`config.mk`:
```
export PLATFORM = sky130hd
export DESIGN_NAME = brg_bank
export DESIGN_NICKNAME = d
export VERILOG_FILES = /design/src/rtl/brg_pkg.sv /design/src/rtl/brg_prescale.sv /design/src/rtl/brg_divider.sv /design/src/rtl/brg_channel.sv /design/src/rtl/brg_bank.sv
export SDC_FILE = /design/constraint.sdc
export NUM_CORES = 1
export LEC_CHECK = 0
export BUFFER_PORTS_ARGS = -buffer_cell sky130_fd_sc_hd__buf_2
export CAP_MARGIN = 20
export CELL_PAD_IN_SITES_DETAIL_PLACEMENT = 1
export CELL_PAD_IN_SITES_GLOBAL_PLACEMENT = 2
export CORE_UTILIZATION = 42
export DETAILED_ROUTE_END_ITERATION = 6
export PLACE_DENSITY_LB_ADDON = 0.25
export SYNTH_ARGS = -nofsm -noshare
export SYNTH_HDL_FRONTEND = slang
export SYNTH_SLANG_ARGS = --single-unit
```
`constraint.sdc`:
```
create_clock -name clk -period 4.8 [get_ports clk]
set_input_delay 0 -clock clk [delete_from_list [all_inputs] [get_ports clk]]
set_output_delay 0 -clock clk [all_outputs]
set_load 0.05 [all_outputs]
```
`src/rtl/brg_pkg.sv`:
```
package brg_pkg;
  // Field widths of one control word
  localparam int unsigned BRG_CNT_W = 12;
  localparam int unsigned BRG_PRE_W = 4;
  localparam int unsigned BRG_TOT_W = BRG_CNT_W + BRG_PRE_W + 1;
  localparam int unsigned BRG_WORD_W = 32;

  // Field positions inside the control word
  localparam int unsigned F_DIV16  = 0;
  localparam int unsigned F_CNT_LO = 1;
  localparam int unsigned F_SRC_LO = 14;
  localparam int unsigned F_EN     = 16;
  localparam int unsigned F_RST    = 17;

  typedef enum logic [1:0] {
    SRC_INT   = 2'd0,
    SRC_EXT_A = 2'd1,
    SRC_EXT_B = 2'd2,
    SRC_NONE  = 2'd3
  } brg_src_e;

  typedef struct packed {
    logic                 rst;
    logic                 en;
    brg_src_e             src;
    logic                 div16;
    logic [BRG_CNT_W-1:0] cnt;
  } brg_ctl_t;

  // Total division in source ticks for a stored count and prescale flag
  function automatic logic [BRG_TOT_W-1:0] total_div(input logic [BRG_CNT_W-1:0] cnt,
                                                      input logic div16);
    logic [BRG_TOT_W-1:0] t;
    t = BRG_TOT_W'(cnt) + BRG_TOT_W'(1);
    if (div16) t = t << BRG_PRE_W;
    return t;
  endfunction

  // Ticks spent high in one period: the odd tick goes to the high phase
  function automatic logic [BRG_TOT_W-1:0] high_len(input logic [BRG_TOT_W-1:0] total);
    logic [BRG_TOT_W-1:0] t1;
    t1 = total + BRG_TOT_W'(1);
    return t1 >> 1;
  endfunction
endpackage

```
`src/rtl/brg_prescale.sv`:
```
module brg_prescale
  import brg_pkg::*;
(
  input  logic                 clk,
  input  logic                 rst_n,
  input  logic                 ch_rst,
  input  logic                 adv,
  input  logic                 bypass,
  output logic [BRG_PRE_W-1:0] pre_cnt,
  output logic                 pre_tick
);
  assign pre_tick = adv && (bypass || (pre_cnt == {BRG_PRE_W{1'b1}}));

  always_ff @(posedge clk) begin
    if (!rst_n)               pre_cnt <= '0;
    else if (ch_rst)          pre_cnt <= '0;
    else if (adv && !bypass)  pre_cnt <= pre_cnt + 1'b1;
  end

  AST_PRE_CLEAR: assert property (@(posedge clk) disable iff (!rst_n)
    ch_rst |=> (pre_cnt == '0));
endmodule

```
`src/rtl/brg_divider.sv`:
```
module brg_divider
  import brg_pkg::*;
(
  input  logic                 clk,
  input  logic                 rst_n,
  input  logic                 ch_rst,
  input  logic                 step,
  input  logic [BRG_CNT_W-1:0] load_val,
  output logic [BRG_CNT_W-1:0] ph_q,
  output logic [BRG_CNT_W-1:0] cur_q,
  output logic                 wrap
);
  assign wrap = step && (ph_q == cur_q);

  always_ff @(posedge clk) begin
    if (!rst_n) begin
      ph_q  <= '0;
      cur_q <= '0;
    end else if (ch_rst) begin
      ph_q  <= '0;
      cur_q <= load_val;
    end else if (wrap) begin
      ph_q  <= '0;
      cur_q <= load_val;
    end else if (step) begin
      ph_q  <= ph_q + 1'b1;
    end
  end

  AST_PHASE_BOUND: assert property (@(posedge clk) disable iff (!rst_n)
    ph_q <= cur_q);

  AST_COUNT_DEFER: assert property (@(posedge clk) disable iff (!rst_n)
    (!ch_rst && !wrap) |=> $stable(cur_q));
endmodule

```
`src/rtl/brg_channel.sv`:
```
module brg_channel
  import brg_pkg::*;
(
  input  logic     clk,
  input  logic     rst_n,
  input  brg_ctl_t ctl,
  input  logic     int_tick,
  input  logic [1:0] ext_pair,
  output logic     clk_out
);
  logic                 src_tick;
  logic                 run;
  logic                 adv;
  logic                 pre_tick;
  logic [BRG_PRE_W-1:0] pre_cnt;
  logic [BRG_CNT_W-1:0] ph_q;
  logic [BRG_CNT_W-1:0] cur_q;
  logic                 wrap;
  logic [BRG_TOT_W-1:0] phase;
  logic [BRG_TOT_W-1:0] hi_ticks;

  always_comb begin
    case (ctl.src)
      SRC_INT:   src_tick = int_tick;
      SRC_EXT_A: src_tick = ext_pair[0];
      SRC_EXT_B: src_tick = ext_pair[1];
      default:   src_tick = 1'b0;
    endcase
  end

  assign run = ctl.en && !ctl.rst;
  assign adv = run && src_tick;

  brg_prescale i_pre (
    .clk      (clk),
    .rst_n    (rst_n),
    .ch_rst   (ctl.rst),
    .adv      (adv),
    .bypass   (!ctl.div16),
    .pre_cnt  (pre_cnt),
    .pre_tick (pre_tick)
  );

  brg_divider i_div (
    .clk      (clk),
    .rst_n    (rst_n),
    .ch_rst   (ctl.rst),
    .step     (pre_tick),
    .load_val (ctl.cnt),
    .ph_q     (ph_q),
    .cur_q    (cur_q),
    .wrap     (wrap)
  );

  // Position inside the period, counted in source ticks
  assign phase    = ctl.div16 ? BRG_TOT_W'({ph_q, pre_cnt}) : BRG_TOT_W'(ph_q);
  assign hi_ticks = high_len(total_div(cur_q, ctl.div16));
  assign clk_out  = run && (phase < hi_ticks);

  AST_FROZEN_NO_TICK: assert property (@(posedge clk) disable iff (!rst_n)
    (!adv && !ctl.rst) |=> ($stable(ph_q) && $stable(pre_cnt)));

  AST_WRAP_AT_END: assert property (@(posedge clk) disable iff (!rst_n)
    (wrap && !ctl.rst) |=> (ph_q == '0));
endmodule

```
`src/rtl/brg_bank.sv`:
```
module brg_bank
  import brg_pkg::*;
#(
  parameter int unsigned NUM_CH = 8,
  localparam int unsigned ADDR_W = $clog2(NUM_CH)
) (
  input  logic                  clk,
  input  logic                  rst_n,
  input  logic                  wr_en,
  input  logic [ADDR_W-1:0]     wr_addr,
  input  logic [BRG_WORD_W-1:0] wr_data,
  input  logic [ADDR_W-1:0]     rd_addr,
  output logic [BRG_WORD_W-1:0] rd_data,
  input  logic                  int_tick,
  input  logic [3:0]            ext_tick,
  output logic [NUM_CH-1:0]     clk_out
);
  logic [BRG_WORD_W-1:0] ctl_q [NUM_CH];
  brg_ctl_t              ctl_s [NUM_CH];

  always_ff @(posedge clk) begin
    if (!rst_n) begin
      for (int i = 0; i < NUM_CH; i++) ctl_q[i] <= '0;
    end else if (wr_en) begin
      ctl_q[wr_addr] <= wr_data;
    end
  end

  assign rd_data = ctl_q[rd_addr];

  for (genvar g = 0; g < NUM_CH; g++) begin : g_ch
    // Channels pair up by index bit 1: that bit picks the external tick pair
    localparam int unsigned GRP = (g >> 1) & 1;

    assign ctl_s[g].rst   = ctl_q[g][F_RST];
    assign ctl_s[g].en    = ctl_q[g][F_EN];
    assign ctl_s[g].src   = brg_src_e'(ctl_q[g][F_SRC_LO +: 2]);
    assign ctl_s[g].div16 = ctl_q[g][F_DIV16];
    assign ctl_s[g].cnt   = ctl_q[g][F_CNT_LO +: BRG_CNT_W];

    brg_channel i_ch (
      .clk      (clk),
      .rst_n    (rst_n),
      .ctl      (ctl_s[g]),
      .int_tick (int_tick),
      .ext_pair (ext_tick[2*GRP +: 2]),
      .clk_out  (clk_out[g])
    );
  end

  AST_READBACK: assert property (@(posedge clk) disable iff (!rst_n)
    wr_en |=> (ctl_q[$past(wr_addr)] == $past(wr_data)));
endmodule

```
==> summary.md <==
* **Async SR Flop Fraction** 0%
* **RSZ-0062 raised after global routing** no
* **Worst Setup SP** g_ch[5].i_ch.i_div.cur_q[1]$_SDFFE_PN0P_
* **number of primary I/O pins** 86
* **vias in the first global route** 25,200
* **# H-tree levels** 2
* **Post-synth EDFFs** 256
* **portion of netlist area occupied by mux cells** 13.3%
* **maximum number of pins on one net before global-route repair** 65
* **Worst-path clk slew** 60 ps
* **total power of the final layout** 0.0108 W
* **number of pins exceeding their max-slew limit in the final report** 0
* **final worst setup slack** 259 ps
* **latest clock arrival within the worst-skew pair** 630 ps
* **Initial DRC Count** 1,468
* **Routed Antenna Nets** 0
* **crit-path cells** ha_1, and3_1, and2_1, o22a_1, nand4b_1, nor4_1, xnor2_1, ha_1, a21o_1, a21o_1, a21oi_1, o21ai_0, o21a_1, nor4_1, buf_2
* **P_sw** 0.00302 W
* **RR Startpoint** ctl_q[5][17]$_SDFFCE_PN0P_
* **XOR/XNOR share of the synthesized area** 9.45%
* **chip width** 276 µm
* **Finish-stage setup viols** 0
* **utilization after layout** 47.1%
* **Critical Path Source Type** register
* **Placed Cells incl. Taps** 4,001
* **netlist area before placement** 31,600 µm²
* **CTS tree** built
* **area added between synthesis and finish** 10.8%
* **Avg Vias per Cell** 5.76
* **Initial Utilization** 42.4%
* **post-synthesis simple-gate area fraction** 21.6%
* **layout net count** 3,326
* **# port buffers** 85
* **delay of the slowest critical-path stage** 480 ps
* **dominant combinational cell family by area after synthesis** simple AND/OR/NAND/NOR gates
* **total via count in the routed design** 23,900
* **Most used DFF post-synth** edfxtp_1
* **detailed placer's ending HPWL** 69,600 µm
* **Internal Pwr Total** 0.00779 W
* **Max-Cap Viols** 0
* **number of rows in the core area** 100
* **ratio of cells with drive above 1 in the final layout** 14.4%
* **die outline height** 276 µm
* **minimum clock period after layout** 4540 ps
* **peak supply drop** 264 µV
* **Root Driver** clkbuf_16
* **post-placement setup slack** 530 ps
* **final-layout fill cell count** 8,093
* **Comb power frac** 14.0%
* **sequential area share after synthesis** 38.5%
* **routed wire length** 95,800 µm
* **number of clock sinks seen by CTS** 480
* **FF+latch count, synth** 480
* **kind of end point of the critical path** output pin
* **remaining global-route overflow** 0
* **Cell variety after synth** 98
* **worst min-delay path category** primary input to register
* **maximum buffer depth of the clock tree** 3
* **Crit Path Category** register to output pin
* **clock buffer count from CTS** 55
* **DRC** 0
* **Post-Synthesis Cells** 3,132
* **worst endpoint required time** 4800 ps
* **Synth Area in Compound Gates** 7.60%
* **wire length of the first global-routing pass** 149,000 µm
* **floorplan core area** 74,400 µm²
* **die area** 76,300 µm²
* **maximum achievable frequency** 220 MHz
* **Clk network pwr share** 41.6%
* **adder-cell share of the synthesized area** 6.02%
* **per-instance average area after synthesis** 10.1 µm²
* **GRT Util Overall** 24.8%
* **actual transition at the worst max-transition pin** 1030 ps
* **GP Congestion** 0.848
* **cell leakage power** 13.2 nW
* **number of antenna violations at the first check in global routing** 16
* **final hold viol count** 0
* **crit path DAT** 4540 ps
* **Pre-antenna DRT Iters** 5
* **start point of the worst hold path** wr_en
* **final total negative setup slack** 0 ps
* **part of the power in registers** 44.4%
* **status** complete, no violations
* **Slew headroom** 31.6%
* **mean routed wirelength per cell** 23.1 µm
* **Switching Fraction** 27.9%
* **Synth Net Count** 3,330
* **worst-path fanout max** 9
* **count of placed standard cells in the final layout, fillers left out** 4,149
* **pwr dens** 309 nW/µm²
* **final cycle utilization of the critical path** 94.6%
* **warnings from Yosys** 0
* **skew final** 30.8 ps
* **library cell contributing the largest single delay on the critical path** dfxtp_1
[cell type report]
type	count	area (µm²)	area share [%]
tap	969	1210	3.46
sequential	480	12200	34.8
antenna	6	15.0	0.0429
inverter	34	131	0.375
timing repair buffer	156	1120	3.19
multi-input combinational	2401	18400	52.7
clock inverter	28	355	1.01
clock buffer	75	1570	4.49
[Yosys cell counts, types with 7 or more instances]
cell type | instances | area share (%)
and2_1 | 301 | 6.0
edfxtp_1 | 256 | 24
dfxtp_1 | 224 | 14
nor2_1 | 202 | 2.4
nand2_1 | 176 | 2.1
xor2_1 | 174 | 4.8
xnor2_1 | 167 | 4.6
ha_1 | 152 | 6.0
mux2i_1 | 135 | 4.3
mux2_2 | 125 | 4.5
clkbuf_1 | 119 | 1.4
nor2b_1 | 119 | 2.4
nand4_1 | 88 | 1.7
a21oi_1 | 85 | 1.3
o21ai_0 | 80 | 1.3
nand3_1 | 79 | 1.3
mux4_2 | 64 | 4.6
nor3_1 | 53 | 0.84
buf_2 | 51 | 0.81
nand2b_1 | 46 | 0.91
and3_1 | 44 | 0.87
a21o_1 | 33 | 0.78
nor4_1 | 33 | 0.65
inv_1 | 31 | 0.37
buf_1 | 26 | 0.31
a31oi_1 | 20 | 0.40
or3_1 | 17 | 0.34
buf_4 | 15 | 0.36
a211oi_1 | 14 | 0.33
and4_1 | 14 | 0.39
nand3b_1 | 14 | 0.33
o211ai_1 | 12 | 0.29
o21a_1 | 11 | 0.26
a41oi_1 | 9 | 0.25
a21boi_0 | 8 | 0.19
nor3b_1 | 8 | 0.19
a311oi_1 | 7 | 0.19
[critical path: cells and delay by family (launching register included)]
kind / cells / cell delay, ps
and+or+nand+nor: 5 / 1350
AOI/OAI and AO/OA: 6 / 950
adders and majority gates: 2 / 660
DFF: 1 / 480
buffers and inverters: 1 / 310
xor gates and xnor gates: 1 / 180
[metal layers]
metal	GRT usage, %	vias up	routed length, µm	share of wire, %
met5	0	-	79	0.083
met4	6.36	12	2220	2.3
met3	5.51	133	5890	6.2
met2	40.9	484	44600	47
met1	32.9	12100	42900	45
li1	-	11200	-	-
[path summary, 6_finish.rpt]
kind,endpoint,slack [ps],depth (start not counted)
setup reg to reg,g_ch[5].i_ch.i_div.cur_q[2]$_SDFFE_PN0P_,1580,6
hold reg to reg,g_ch[5].i_ch.i_div.ph_q[11]$_SDFFE_PP0P_,540,2
hold / removal,ctl_q[5][24]$_SDFFCE_PN0P_,30,4
setup / recovery,clk_out[5],260,15
[timing repair]
action,4_1_cts,5_1_grt
hold buffers,35,0
buffers inserted,1,1
resized for setup,1,11
hold endpoints to repair,263,0
pin swaps,1,0
endpoints found under the setup margin,1,6
[through the flow]
step | hold WS (ps) | cell area, µm²
final | 33.9 | 35000
after global routing | 36.1 | 35000
after CTS | 6.37 | 34900
after detailed placement | 368 | 32600
after global placement | 354 | 32600
after floorplan | 198 | 31600
[placed cells by master, fill, tap and decap left out, drive strengths merged, types with 33 or more instances in the layout]
master / instances
a21o: 33
a21oi: 85
and2: 304
and3: 46
buf: 121
clkbuf: 75
dfxtp: 224
dlygate4sd3: 35
edfxtp: 256
ha: 152
inv: 34
mux2: 126
mux2i: 135
mux4: 64
nand2: 178
nand2b: 46
nand3: 82
nand4: 89
nor2: 203
nor2b: 119
nor3: 53
nor4: 34
o21ai: 81
xnor2: 167
xor2: 174
[state kept, by name, indices dropped and copies added, names as in the netlist]
register,flops
ctl_q,256
g_ch.i_ch.i_div.cur_q,96
g_ch.i_ch.i_div.ph_q,96
g_ch.i_ch.i_pre.pre_cnt,32
[power groups by stage]
stage          logic (W)  registers, W  clock network [W]
3_5_place_dp     0.00147       0.00489                  0
5_1_grt          0.00163       0.00483            0.00473
2_1_floorplan    0.00116       0.00469                  0
3_3_place_gp     0.00142       0.00488                  0
6_report         0.00151       0.00480            0.00450
4_1_cts          0.00150       0.00480            0.00459
[kinds of logic after synthesis]
| logic type | after synthesis |
|---|---|
| AOI/OAI and AO/OA | 347 |
| xor gates and xnor gates | 341 |
| adders and majority gates | 152 |
| buffers and inverters | 251 |
| DFF | 480 |
| muxes | 325 |
| and+or+nand+nor | 1236 |
(Power assumes the default switching activity.)
